File: src/rtl/rtc_irq_pkg.sv
package rtc_irq_pkg;

    typedef enum logic [1:0] {
        PER_OFF  = 2'd0,
        PER_LOW  = 2'd1,
        PER_HIGH = 2'd2
    } per_state_e;

    typedef enum logic {
        RD_IDLE = 1'b0,
        RD_HELD = 1'b1
    } rd_state_e;

    localparam int NFLAG   = 3;
    localparam int FLAG_UF = 0;
    localparam int FLAG_AF = 1;
    localparam int FLAG_PF = 2;

endpackage

File: src/rtl/rtc_rate_tap.sv
module rtc_rate_tap
    import rtc_irq_pkg::*;
#(
    parameter int DIV_W  = 15,
    parameter int RATE_W = 4
) (
    input  logic              clk,
    input  logic              rst_n,
    input  logic [DIV_W-1:0]  div_q,
    input  logic [RATE_W-1:0] rate_sel,
    input  logic              sqw_en,
    output logic              per_evt,
    output logic              sqw_q
);
    localparam int NSEL = 1 << RATE_W;

    logic [NSEL-1:0]   tap_vec;
    logic              tap;
    logic              rate_on;
    logic [RATE_W-1:0] rate_q;
    per_state_e        state_q, state_d;

    // Tap table: code 0 and codes past the divider width read as 0
    for (genvar k = 0; k < NSEL; k++) begin : g_tap
        if (k == 0 || k > DIV_W) begin : g_zero
            assign tap_vec[k] = 1'b0;
        end else begin : g_bit
            assign tap_vec[k] = div_q[k-1];
        end
    end

    assign tap     = tap_vec[rate_sel];
    assign rate_on = (rate_sel != '0);

    // State register
    always_ff @(posedge clk or negedge rst_n) begin
        if (!rst_n) begin
            state_q <= PER_OFF;
            rate_q  <= '0;
        end else begin
            state_q <= state_d;
            rate_q  <= rate_sel;
        end
    end

    // Next state and event
    always_comb begin
        state_d = state_q;
        per_evt = 1'b0;
        if (!rate_on) begin
            state_d = PER_OFF;
        end else if (state_q == PER_OFF || rate_sel != rate_q) begin
            state_d = tap ? PER_HIGH : PER_LOW;
        end else begin
            unique case (state_q)
                PER_LOW: begin
                    if (tap) begin
                        state_d = PER_HIGH;
                        per_evt = 1'b1;
                    end
                end
                PER_HIGH: begin
                    if (!tap) state_d = PER_LOW;
                end
                default: state_d = PER_OFF;
            endcase
        end
    end

    // Output register
    always_ff @(posedge clk or negedge rst_n) begin
        if (!rst_n) sqw_q <= 1'b0;
        else        sqw_q <= sqw_en && rate_on && tap;
    end

    // an edge event cannot repeat on the next cycle
    a_r4_single_edge: assert property (@(posedge clk) disable iff (!rst_n)
        per_evt |=> !per_evt);

    // output low after a disabled cycle
    a_r5_sqw_quiet: assert property (@(posedge clk) disable iff (!rst_n)
        (!rate_on || !sqw_en) |=> !sqw_q);

endmodule

File: src/rtl/rtc_alarm_cmp.sv
module rtc_alarm_cmp #(
    parameter int NF = 3,
    parameter int FW = 8
) (
    input  logic [NF*FW-1:0] tm_vec,
    input  logic [NF*FW-1:0] al_vec,
    output logic             match
);
    logic [NF-1:0] hit;

    for (genvar i = 0; i < NF; i++) begin : g_field
        logic [FW-1:0] a_f, t_f;
        assign a_f    = al_vec[i*FW +: FW];
        assign t_f    = tm_vec[i*FW +: FW];
        assign hit[i] = (a_f[FW-1:FW-2] == 2'b11) || (a_f == t_f);
    end

    assign match = &hit;

endmodule

File: src/rtl/rtc_flag_ctrl.sv
module rtc_flag_ctrl
    import rtc_irq_pkg::*;
(
    input  logic             clk,
    input  logic             rst_n,
    input  logic [NFLAG-1:0] set_vec,
    input  logic [NFLAG-1:0] en_vec,
    input  logic             rd_stat,
    output logic [7:0]       stat_q,
    output logic             irq_n
);
    rd_state_e        rd_q, rd_d;
    logic             rd_fire;
    logic [NFLAG-1:0] flag_q, flag_d;
    logic             live;

    // Read tracker state register
    always_ff @(posedge clk or negedge rst_n) begin
        if (!rst_n) rd_q <= RD_IDLE;
        else        rd_q <= rd_d;
    end

    always_comb begin
        rd_d    = rd_q;
        rd_fire = 1'b0;
        unique case (rd_q)
            RD_IDLE: begin
                if (rd_stat) begin
                    rd_d    = RD_HELD;
                    rd_fire = 1'b1;
                end
            end
            RD_HELD: begin
                if (!rd_stat) rd_d = RD_IDLE;
            end
            default: rd_d = RD_IDLE;
        endcase
    end

    assign live   = |(flag_q & en_vec);
    assign flag_d = (rd_fire ? '0 : flag_q) | set_vec;

    // Flags and status byte
    always_ff @(posedge clk or negedge rst_n) begin
        if (!rst_n) begin
            flag_q <= '0;
            stat_q <= '0;
        end else begin
            flag_q <= flag_d;
            if (rd_fire)
                stat_q <= {live, flag_q[FLAG_PF], flag_q[FLAG_AF], flag_q[FLAG_UF], 4'b0000};
        end
    end

    assign irq_n = !live;

    // update strobe leaves the flag pending
    a_r2_uf_pending: assert property (@(posedge clk) disable iff (!rst_n)
        set_vec[FLAG_UF] |=> flag_q[FLAG_UF]);

    // a quiet read leaves no flag behind
    a_r7_clears: assert property (@(posedge clk) disable iff (!rst_n)
        (rd_fire && set_vec == '0) |=> (flag_q == '0));

    // one strobe gives one capture
    a_r7_one_capture: assert property (@(posedge clk) disable iff (!rst_n)
        rd_fire |=> !rd_fire);

    // no capture, no change
    a_r9_stat_hold: assert property (@(posedge clk) disable iff (!rst_n)
        !rd_fire |=> $stable(stat_q));

endmodule

File: src/rtl/rtc_event_irq.sv
module rtc_event_irq
    import rtc_irq_pkg::*;
#(
    parameter int DIV_W  = 15,
    parameter int RATE_W = 4,
    parameter int FW     = 8
) (
    input  logic              clk,
    input  logic              rst_n,
    input  logic [DIV_W-1:0]  div_q,
    input  logic [RATE_W-1:0] rate_sel,
    input  logic              per_en,
    input  logic              alm_en,
    input  logic              upd_en,
    input  logic              sqw_en,
    input  logic              upd_end,
    input  logic [FW-1:0]     tm_sec,
    input  logic [FW-1:0]     tm_min,
    input  logic [FW-1:0]     tm_hr,
    input  logic [FW-1:0]     al_sec,
    input  logic [FW-1:0]     al_min,
    input  logic [FW-1:0]     al_hr,
    input  logic              rd_stat,
    output logic [7:0]        stat_q,
    output logic              irq_n,
    output logic              sqw
);
    localparam int NF = 3;

    logic             per_evt;
    logic             al_match;
    logic [NFLAG-1:0] set_vec;
    logic [NFLAG-1:0] en_vec;

    rtc_rate_tap #(.DIV_W(DIV_W), .RATE_W(RATE_W)) u_rate (
        .clk      (clk),
        .rst_n    (rst_n),
        .div_q    (div_q),
        .rate_sel (rate_sel),
        .sqw_en   (sqw_en),
        .per_evt  (per_evt),
        .sqw_q    (sqw)
    );

    rtc_alarm_cmp #(.NF(NF), .FW(FW)) u_alarm (
        .tm_vec (({tm_hr, tm_min, tm_sec})),
        .al_vec (({al_hr, al_min, al_sec})),
        .match  (al_match)
    );

    always_comb begin
        set_vec          = '0;
        set_vec[FLAG_PF] = per_evt;
        set_vec[FLAG_AF] = upd_end && al_match;
        set_vec[FLAG_UF] = upd_end;
        en_vec           = '0;
        en_vec[FLAG_PF]  = per_en;
        en_vec[FLAG_AF]  = alm_en;
        en_vec[FLAG_UF]  = upd_en;
    end

    rtc_flag_ctrl u_flags (
        .clk     (clk),
        .rst_n   (rst_n),
        .set_vec (set_vec),
        .en_vec  (en_vec),
        .rd_stat (rd_stat),
        .stat_q  (stat_q),
        .irq_n   (irq_n)
    );

endmodule

File: config.mk
export PLATFORM = sky130hd
export DESIGN_NAME = rtc_event_irq
export DESIGN_NICKNAME = d
export VERILOG_FILES = /design/src/rtl/rtc_irq_pkg.sv /design/src/rtl/rtc_rate_tap.sv /design/src/rtl/rtc_alarm_cmp.sv /design/src/rtl/rtc_flag_ctrl.sv /design/src/rtl/rtc_event_irq.sv
export SDC_FILE = /design/constraint.sdc
export NUM_CORES = 1
export LEC_CHECK = 0
export BUFFER_PORTS_ARGS = -buffer_cell sky130_fd_sc_hd__buf_2
export CAP_MARGIN = 10
export CORE_MARGIN = 4
export CORE_UTILIZATION = 38
export DETAILED_ROUTE_END_ITERATION = 8
export GPL_ROUTABILITY_DRIVEN = 1
export PLACE_DENSITY = 0.86
export SLEW_MARGIN = 30
export SYNTH_ARGS = -nofsm -noshare
export SYNTH_HDL_FRONTEND = slang
export SYNTH_SLANG_ARGS = --single-unit
export TNS_END_PERCENT = 1
File: constraint.sdc
create_clock -name clk -period 1.6 [get_ports clk]
set_clock_uncertainty 0.15 [all_clocks]
set_input_delay 0.08 -clock clk [delete_from_list [all_inputs] [get_ports clk]]
set_output_delay 0.08 -clock clk [all_outputs]
set_load 0.02 [all_outputs]
# == Word-level counts from Yosys, hierarchy flattened ==
# Index checks and enable logic that the tools add are counted.
# classes
reduce_logical,13
n_bitwise,2
eq_ne,11
muxes,15
n_lt_le_gt_ge,1
# op_table
operator,count
$eq A8 B8 Y1,3
$mux W2,5
$eq A2 B2 Y1 const B,4
$mux W1,7
$lt A4 B5 Y1 const B,1
$bmux W1 S4,1
$logic_or A1 B1 Y1,4
$ne A4 B3 Y1 const B,1
$ne A4 B4 Y1,1
$ne A4 B4 Y1 const B,1
$pmux W2 S2,1
$reduce_bool A4 Y1,1
$and A3 B3 Y3,1
$logic_and A1 B1 Y1,3
$mux W3,1
$or A3 B3 Y3,1
$reduce_and A3 Y1,1
$reduce_or A3 Y1,1
$eq A2 B1 Y1 const B,1
$logic_not A2 Y1,1
$reduce_and A2 Y1,1
$logic_not A1 Y1,1
# word_totals
output_inout_bits,10
regBits,15
wordCells,48

# == Logic depth before layout (Yosys ltp) ==
# Gate-level depths: netlist (run 1).
# depth
word_depth,7
ltp_mapped,5
ltp_nobuf,4

# == Modules after synthesis ==
# Synthesis (run 1) repeated with hierarchy kept, for this count alone.
# unflattened
hier_cells,89
area_unflattened_um2,1032.2
# by_module_without_submodules
module,instances,cells_per_inst,area_per_inst_um2
rtc_rate_tap,1,30,405.4
rtc_flag_ctrl,1,24,340.3
rtc_alarm_cmp,1,34,280.3
rtc_event_irq,1,1,6.3

# == Worst setup path before layout (run 1) ==
# OpenSTA, ideal clock, no wires.
# synth_path
path_type,reg2reg
startpoint,register u_flags.flag_q[0]
endpoint,register u_flags.stat_q[7]
period_less_slack_ns,1.529
n_path_buf,0
t_required_ns,1.291
stages_incl_launch_ff,3
arrival_time_ns,1.219
path_slack_ns,0.071
setup_ns,0.159
path_cell_list,dfrtp_1 a222oi_1 o21ai_0
# synth_via
elab_chain_len,2
# synth_rtl
element,line_no,text
from (decl),rtc_flag_ctrl.sv:14,"logic [NFLAG-1:0] flag_q, flag_d;"
from (signal assigned),rtc_flag_ctrl.sv:49,flag_q <= flag_d;
$and A3 B3 Y3,rtc_flag_ctrl.sv:40,assign live = |(flag_q & en_vec);
$reduce_or A3 Y1,rtc_flag_ctrl.sv:40,
to (signal assigned),rtc_flag_ctrl.sv:51,"stat_q <= {live, flag_q[FLAG_PF], flag_q[FLAG_AF], flag_q[FLAG_UF], 4'b0000};"
to (decl),rtc_flag_ctrl.sv:9,"output logic [7:0] stat_q,"
# No other way between the ends.
# A chain may end at the register's enable or synchronous reset.

# == Final worst setup path (run 1) ==
# layout_path
startpoint,input rate_sel[3]
endpoint,register u_rate.state_q[1]
# layout_via
elab_chain_len,5
elab_cells_between_ends,11
classes_between,eq/ne: 3; mux: 5; reduce/logical: 3
# layout_rtl
element,line_no,text
from (decl),rtc_event_irq.sv:11,"input logic [RATE_W-1:0] rate_sel,"
$bmux W1 S4,rtc_rate_tap.sv:32,assign tap = tap_vec[rate_sel];
$mux W1 (not written as such),rtc_rate_tap.sv:32,
$mux W2,rtc_rate_tap.sv:53,state_d = tap ? PER_HIGH : PER_LOW;
$mux W2,rtc_rate_tap.sv:52,end else if (state_q == PER_OFF || rate_sel != rate_q) begin
$mux W2,rtc_rate_tap.sv:50,if (!rate_on) begin
to (signal assigned),rtc_rate_tap.sv:41,state_q <= state_d;
to (decl),rtc_rate_tap.sv:21,"per_state_e state_q, state_d;"
# Parallel ways exist; a longest one is shown, timed or not. The select of a mux whose other input is x is not followed.

==> results of run 1 <==
critical path: cells and delay by family:
kind | cells | cell delay, ns
AOI/OAI and AO/OA | 1 | 0.21
muxes | 2 | 0.57
buffers and inverters | 2 | 0.70
cell type report:
type / instances / area share
tap: 30 / 0.0247
inverter: 2 / 0.00493
multi-input combinational: 68 / 0.378
clock buffer: 4 / 0.0173
timing repair buffer: 90 / 0.329
sequential: 15 / 0.247
state kept, by name, summed over array words and instances, names as in the netlist:
signal and count:
u_rate.state_q 2, u_flags.flag_q 3, u_flags.rd_q 1, u_flags.stat_q 4
u_rate.sqw_q 1, u_rate.rate_q 4
metrics by stage:
stage / hold slack [ns] / utilization / setup slack (ns)
after floorplan: -0.366 / - / 0.0714
after global placement: -0.160 / 0.561 / 0.0522
after detailed placement: -0.151 / 0.561 / -0.00965
after CTS: 0.0158 / 0.612 / 0.0286
after global routing: 0.0408 / 0.615 / 0.00948
final: 0.0125 / 0.615 / 0.0821
cell usage in the layout, fill, tap and decap left out:
cell,instances
nor4_2,1
mux2_2,3
o21ai_0,1
dfrtp_1,15
a21boi_1,1
a22oi_1,3
o41ai_1,1
xnor2_1,1
a32o_1,1
buf_2,80
mux4_2,3
a211oi_1,1
mux2i_1,5
nor4_1,7
a222oi_1,1
conb_1,4
clkbuf_4,3
clkbuf_1,1
nand2_1,6
inv_1,2
and2_2,1
nand2b_1,1
xor2_1,27
dlygate4sd3_1,10
power breakdown:
group	switching, W	total, W	internal, W
Sequential	0.0000154	0.000425	0.000409
Combinational	0.000143	0.000305	0.000162
Clock	0.000111	0.000207	0.0000963
synth_stat cells:
cell type | count | area, um2
clkbuf_1 | 1 | 3.75
a211oi_1 | 1 | 7.51
a32o_1 | 1 | 10.0
a222oi_1 | 1 | 10.0
o41ai_1 | 1 | 8.76
a21boi_1 | 1 | 7.51
nor4_1 | 8 | 50.1
and2_2 | 1 | 7.51
conb_1 | 1 | 3.75
buf_2 | 1 | 5.00
nand2_1 | 6 | 22.5
buf_6 | 1 | 11.3
dfrtp_1 | 15 | 375
mux4_2 | 3 | 67.6
xor2_1 | 27 | 236
mux2i_1 | 5 | 50.1
inv_1 | 2 | 7.51
nand2b_1 | 1 | 6.26
mux2_2 | 3 | 33.8
o21ai_0 | 1 | 5.00
xnor2_1 | 1 | 8.76
a22oi_1 | 3 | 22.5
buf_4 | 4 | 30.0
repair_timing:
item,CTS,global route
hold buffers,10,0
endpoints found under the hold margin,24,0
resized for setup,0,1
setup endpoints to repair,0,3
how the worst min path moves through the flow:
stage,from,slack [ns],to,depth (start not counted)
after detailed placement,rst_n,-0.15,u_rate.rate_q[2],1
after floorplan,rst_n,-0.37,u_flags.flag_q[0],0
final,upd_en,0.01,u_flags.stat_q[7],3
after global placement,rst_n,-0.16,u_rate.rate_q[0],1
after global routing,upd_en,0.04,u_flags.stat_q[7],3
after CTS,upd_en,0.02,u_flags.stat_q[7],3
layer usage:
metal  wire, um  track usage  vias up
met2       1750        0.325       30
met1        858        0.147      480
met5          0            0        -
li1           -            -      486
met4         63       0.0777        0
met3        128       0.0174        6
cell families (layout without fill, tap and decap cells):
logic type | after synthesis | in the layout | synth area share
AND/OR/NAND/NOR | 16 | 16 | 0.0871
flip-flops | 15 | 15 | 0.379
other | 1 | 4 | 0.00378
XOR/XNOR | 28 | 28 | 0.247
AO/OA/AOI/OAI | 9 | 9 | 0.0720
multiplexers | 11 | 11 | 0.153
buffers and inverters | 9 | 96 | 0.0581
==> flow_summary.json, run 1 <==
{
  "path_clk_slew_ns": 0.09,
  "ir_worst_vdd_mv": 0.360,
  "setup_tns_ns": 0,
  "drc_errors": 0,
  "wirelength_mm": 2.80,
  "grt_max_degree": 16,
  "ant_nets": 0,
  "cts_buffer_depth": 2,
  "initial_core_util": 0.400,
  "portBuffers": 80,
  "startpoint_type": "input port",
  "dp_cells": 195,
  "grt.overflow.total": 0,
  "synth_cells": 89,
  "period_share": 0.949,
  "outcome": "finished clean",
  "power_w": 0.000937,
  "maxCapViolations": 0,
  "cts_setup_buffers": 0,
  "drt_pass1_iterations": 4,
  "io_pins": 85,
  "detail_route.iter0.violations": 10,
  "die_h_um": 59.1,
  "design_area_um2": 1520,
  "crit_path_max_incr_delay_ns": 0.53,
  "rr_startpoint": "u_rate.rate_q[0]",
  "r2r_cells": 3,
  "grt_pass1_wl_mm": 4.28,
  "end_kind": "flop",
  "wl_per_cell_um": 13.4,
  "multiInputGateArea_um2": 576,
  "p_per_area_nw_per_um2": 616,
  "clock_latency_ns": 0.27,
  "syn2layout_area_growth_pct": 53.7,
  "cts-root-buf": "clkbuf_4",
  "hold_viol": 0,
  "antennaDiodeCount": 0,
  "cp_slowest_cell": "dlygate4sd3_1",
  "r2r_end": "u_flags.flag_q[2]",
  "required_ns": 1.65,
  "rrSetupSlack_ns": 0.24,
  "fmax_ghz": 0.659,
  "antenna_found_initial": 0,
  "p_leak_nw": 0.801,
  "path_class": "input port to flop",
  "grt_pass1_vias": 1102,
  "gp_routability_congestion": 0.719,
  "syn_area_um2": 991,
  "setup_viol": 0,
  "avgViaCountPerCell": 4.79,
  "fillers": 225,
  "synth_seq_area_share": 0.379,
  "track_usage": 0.157,
  "placedInstanceArea_um2": 1390,
  "vias": 1002,
  "clkSinkCount": 15,
  "fin_nets": 255,
  "hold_class": "input port to flop",
  "finalCriticalPeriod_ns": 1.52,
  "fin_cells": 209,
  "ff_latch_area_um2": 375,
  "dp_hpwl_mm": 2.41,
  "cp_cell_sequence": "dlygate4sd3_1 > buf_2 > mux4_2 > mux2i_1 > a21boi_1",
  "crit_path_end": "u_rate.state_q[1]",
  "startpoint": "rate_sel[3]",
  "coreArea_um2": 2480,
  "rows": 18,
  "cts_tree": "built",
  "avgSynthCellArea_um2": 11.1,
  "crit_arrival_ns": 1.57,
  "drive_above_1_share": 0.508,
  "yosysWarnings": 0,
  "htree_levels": 1,
  "ys_seq_elements": 15,
  "rsz0062_at_grt": "no",
  "die_x_um": 59.1,
  "yosysUniqueCellTypes": 23,
  "cts_buffers": 3,
  "drv_slew": 0,
  "cp_max_fo": 5,
  "die-area_um2": 3490
}
No activity file was read; power rests on OpenSTA's default activity.
==> run 2: changes to the inputs <==
Settings changed: SETUP_SLACK_MARGIN from default to 0.5.
==> run 2 against run 1 <==
Sequential share of layout area shrank 1.3 points. Sequential cell count is the same. Maximum frequency shrank 3.1%. Worst hold slack lost 0.010 ns. Critical path depth shrank 3. Clock power grew 4%. Count of clock-buffer cells in the layout is the same. Largest power group unchanged.
==> flow_summary.json, run 2 (synthesis results as in run 1) <==
{
  "outcome": "finished clean",
  "portBuffers": 80,
  "ir_worst_vdd_mv": 0.511,
  "fin_nets": 254,
  "p_switching_w": 0.000298,
  "p_leak_nw": 0.825,
  "avgViaCountPerCell": 4.86,
  "fillers": 204,
  "p_per_area_nw_per_um2": 617,
  "cts-root-buf": "clkbuf_4",
  "clkSinkCount": 15,
  "wl_per_cell_um": 15.1,
  "grt_max_degree": 16,
  "hold_buffers": 8,
  "grt_pass1_wl_mm": 4.40,
  "path_clk_slew_ns": 0.08,
  "htree_levels": 1,
  "cp_top_family": "compound AO/OA/AOI/OAI gates",
  "initial_core_util": 0.400,
  "hold_viol": 0,
  "crit_buf_inv": 1,
  "cp_max_fo": 3,
  "rsz0062_at_grt": "yes",
  "finalCriticalPeriod_ns": 1.57,
  "startpoint_type": "flop",
  "final_common_cell": "buf_2",
  "dp_cells": 195,
  "syn2layout_area_growth_pct": 62.0,
  "period_share": 0.979,
  "die_h_um": 59.1,
  "cp_cell_sequence": "a222oi_1 > buf_2",
  "cts_buffers": 3,
  "clockPowerShare": 0.218,
  "grt.overflow.total": 0,
  "cts_tree": "built",
  "fmax_ghz": 0.639,
  "gp_routability_congestion": 0.744,
  "setup_viol": 0,
  "p_sw_frac": 0.301,
  "drt_pass1_iterations": 4,
  "rows": 18,
  "coreArea_um2": 2480,
  "required_ns": 1.37,
  "path_class": "flop to output pin",
  "final_util": 0.648,
  "intPower_w": 0.000693,
  "reg_top3": "u_flags.stat_q x4, u_rate.rate_q x4, u_flags.flag_q x3",
  "fin_cells": 208,
  "crit_path_max_incr_delay_ns": 0.41,
  "maxCapViolations": 0,
  "track_usage": 0.168,
  "die-area_um2": 3490,
  "detail_route.iter0.violations": 17,
  "ant_nets": 0,
  "hold_class": "input port to flop",
  "ff_latch_area_um2": 375,
  "drv_slew": 0,
  "die_x_um": 59.1,
  "dp_hpwl_mm": 2.51,
  "cp_slowest_cell": "a222oi_1",
  "drive_above_1_share": 0.545,
  "wirelength_mm": 3.13,
  "p_seq_frac": 0.431,
  "crit_arrival_ns": 1.34,
  "cts_buffer_depth": 2,
  "io_pins": 85,
  "comb_power_share": 0.352,
  "antenna_found_initial": 0,
  "multiInputGateArea_um2": 633,
  "drc_errors": 0,
  "vias": 1010,
  "final_cell_mix": "74 x buf_2, 27 x xor2_1, 15 x dfrtp_1, 8 x dlygate4sd3_1, 7 x nor4_1",
  "antennaDiodeCount": 0,
  "clock_latency_ns": 0.28,
  "grt_pass1_vias": 1082,
  "end_kind": "output pin"
}
==> run 2: cell count changes in the layout (fill, tap and decap cells not counted), moves of 2 or more <==
cell,before,now
mux2_4,0,2
buf_4,0,2
buf_6,0,4
buf_2,80,74
mux2i_1,5,3
mux2i_4,0,2
mux2_2,3,1
dlygate4sd3_1,10,8
==> run 2: path summary, 6_finish.rpt <==
check	startpoint	endpoint	slack [ns]	cells after the start
max	u_flags.flag_q[0]	irq_n	0.03	2
min	rd_stat	u_flags.stat_q[7]	0.002	3
max reg2reg	u_rate.rate_q[2]	u_flags.flag_q[2]	0.15	4
min reg2reg	u_flags.stat_q[7]	u_flags.stat_q[7]	0.35	2
max in group asynchronous	rst_n	u_flags.stat_q[7]	0.96	2
min in group asynchronous	rst_n	u_rate.sqw_q	0.10	2
==> run 2: layout make-up <==
cell class                      instances  area share
Clock buffer                            4      0.0164
Inverter                                2     0.00468
Multi-Input combinational cell         68       0.394
Sequential cell                        15       0.234
Tap cell                               30      0.0234
Timing Repair Buffer                   89       0.327
==> run 2: worst reg2reg max path, stage by stage (launching register included) <==
cell and delay, ns:
dfrtp_1 0.39, xnor2_1 0.17, nand2_1 0.11, nor4_4 0.37, a32o_1 0.21
==> run 2: per-layer routing <==
layer	global-route usage	share of wire
met5	0	0
met4	0.0874	0.027
met3	0.0174	0.045
met2	0.361	0.63
met1	0.143	0.30
==> run 2: timing repair <==
action | CTS | global route
buffers inserted | 0 | 1
endpoints found under the hold margin | 23 | 1
setup endpoints to repair | 9 | 11
gates resized for setup | 0 | 23
pin swaps | 0 | 12
==> run 2: power by group through the flow <==
stage	sequential [W]	clock (W)	combinational, W
3_3_place_gp	0.000430	0	0.000271
2_1_floorplan	0.000445	0	0.000135
3_5_place_dp	0.000432	0	0.000286
4_1_cts	0.000425	0.000214	0.000301
6_report	0.000427	0.000216	0.000348
5_1_grt	0.000430	0.000240	0.000378
==> run 2: through the flow <==
stage | hold slack (ns) | cell area (um2) | setup WS [ns] | total power, W | TNS, ns
after floorplan | -0.366 | 1000 | 0.0714 | 0.000580 | 0
after global placement | -0.160 | 1390 | 0.0528 | 0.000701 | 0
after detailed placement | -0.152 | 1390 | -0.0416 | 0.000718 | -0.0416
after CTS | 0.00911 | 1500 | 0.0859 | 0.000940 | 0
after global routing | 0.00173 | 1610 | -0.0520 | 0.00105 | -0.0520
final | 0.00223 | 1610 | 0.0342 | 0.000991 | 0
==> run 3: changes to the inputs <==
Settings changed: CORE_MARGIN 4 to 2, TNS_END_PERCENT 1 to default.
==> run 3 against run 2 <==
Power about the same. Count of clock-buffer cells in the layout unchanged. Routed wire length down 7.3%. Final area up 3.0%. Worst hold slack better by 0.0015 ns. Via count up 0.30%. Clock power down 4%. Maximum frequency up 3.6%. Register-to-register slack better by 0.11 ns. Setup slack better by 0.055 ns. Utilization up 2.0 points. Critical endpoint unchanged. Largest power group unchanged.
==> flow_summary.json, run 3 (synthesis results as in run 1) <==
{
  "outcome": "finished clean",
  "coreArea_um2": 2480,
  "r2r_cells": 3,
  "wirelength_mm": 2.91,
  "dp_hpwl_mm": 2.20,
  "pre_cts_ws_ns": 0.0524,
  "syn2layout_area_growth_pct": 66.9,
  "reg_top3": "u_flags.stat_q x4, u_rate.rate_q x4, u_flags.flag_q x3",
  "rrSetupSlack_ns": 0.26,
  "grt.overflow.total": 0,
  "cp_top_family": "flip-flops",
  "path_clk_slew_ns": 0.08,
  "required_ns": 1.37,
  "cts_buffer_depth": 2,
  "fillers": 198,
  "gp_routability_congestion": 0.747,
  "crit_buf_inv": 1,
  "final_util": 0.668,
  "fmax_ghz": 0.662,
  "finalCriticalPeriod_ns": 1.51,
  "crit_arrival_ns": 1.28,
  "startpoint_type": "flop",
  "dp_cells": 195,
  "drc_errors": 0,
  "r2r_end": "u_flags.flag_q[2]",
  "hold_class": "input port to flop",
  "drv_slew": 0,
  "ir_worst_vdd_mv": 0.372,
  "rr_startpoint": "u_rate.rate_q[0]",
  "avgViaCountPerCell": 4.80,
  "io_pins": 85,
  "track_usage": 0.179,
  "hp-start": "per_en",
  "setup_tns_ns": 0,
  "htree_levels": 1,
  "fin_cells": 211,
  "cts-root-buf": "clkbuf_4",
  "cts_tree": "built",
  "antenna_found_initial": 0,
  "clkSinkCount": 15,
  "ant_nets": 0,
  "rows": 18,
  "die-area_um2": 3030,
  "maxCapViolations": 0,
  "end_kind": "output pin",
  "drt_pass1_iterations": 4,
  "vias": 1013,
  "setup_viol": 0,
  "crit_path_max_incr_delay_ns": 0.41,
  "hold_end": "u_flags.stat_q[7]",
  "die_x_um": 55.1,
  "clock_latency_ns": 0.27,
  "die_h_um": 55.1,
  "detail_route.iter0.violations": 12,
  "grt_max_degree": 16,
  "wl_per_cell_um": 13.8,
  "placedInstanceArea_um2": 1410,
  "antennaDiodeCount": 0,
  "cp_slowest_cell": "dfrtp_1",
  "final_cell_mix": "77 x buf_2, 26 x xor2_1, 15 x dfrtp_1, 8 x dlygate4sd3_1",
  "p_per_area_nw_per_um2": 599,
  "p_leak_nw": 0.850,
  "design_area_um2": 1650,
  "fin_ws_ns": 0.0890,
  "rsz0062_at_grt": "yes",
  "initial_core_util": 0.400,
  "hold_viol": 0,
  "cp_max_fo": 3,
  "cts_buffers": 3,
  "period_share": 0.944,
  "fin_nets": 257,
  "cp_cell_sequence": "a222oi_1 > buf_2",
  "grt_pass1_wl_mm": 3.86,
  "whs_path_depth": 3,
  "portBuffers": 80,
  "hold_buffers": 8,
  "grt_pass1_vias": 920,
  "drive_above_1_share": 0.564,
  "final_common_cell": "buf_2",
  "path_class": "flop to output pin"
}
==> run 3: cell type report <==
cell class | count | area, um2 | share of cell area
Multi-Input combinational cell | 68 | 639 | 0.387
Inverter | 2 | 7.51 | 0.00454
Timing Repair Buffer | 92 | 568 | 0.343
Sequential cell | 15 | 375 | 0.227
Clock buffer | 4 | 26.3 | 0.0159
Tap cell | 30 | 37.5 | 0.0227
==> run 3: what timing repair did <==
action / CTS / global route
gates cloned: 0 / 1
setup buffers: 3 / 0
gates resized for setup: 11 / 8
pin swaps: 4 / 7
endpoints found under the hold margin: 24 / 1
setup endpoints to repair: 9 / 11
==> run 3: power by group <==
group	internal, W	switching (W)
combinational	0.000193	0.000163
clock	0.0000964	0.000111
sequential	0.000409	0.0000180
==> run 3: metrics by stage <==
stage	power, W	hold slack, ns
global route	0.00105	-0.00933
global placement	0.000708	-0.166
finish	0.000990	0.00370
CTS	0.000975	-0.000516
detailed placement	0.000723	-0.156
floorplan	0.000594	-0.366
==> run 3: worst max path at each step <==
stage                       from                end  slack (ns)  depth (start not counted)
3_3_place_gp         rate_sel[0]  u_flags.flag_q[2]        0.07                          5
6_report       u_flags.flag_q[1]              irq_n        0.09                          2
3_5_place_dp         rate_sel[0]  u_flags.flag_q[2]        0.05                          5
5_1_grt        u_flags.flag_q[1]              irq_n        0.05                          2
4_1_cts        u_flags.flag_q[1]              irq_n        0.11                          2
2_1_floorplan  u_flags.flag_q[0]  u_flags.stat_q[7]        0.07                          2
==> run 3: worst reg2reg max path, cell delays in order, from the launching register on <==
cell and delay, ns:
dfrtp_1 0.40, xor2_2 0.16, nor4_4 0.36, a32o_1 0.21
==> run 3: routing by layer <==
| layer | global-route usage | part of all wire | vias up |
|---|---|---|---|
| li1 | - | - | 490 |
| met1 | 0.195 | 0.35 | 482 |
| met2 | 0.341 | 0.61 | 41 |
| met3 | 0.0215 | 0.045 | 0 |
| met4 | 0.0813 | 0 | 0 |
| met5 | 0 | 0 | - |
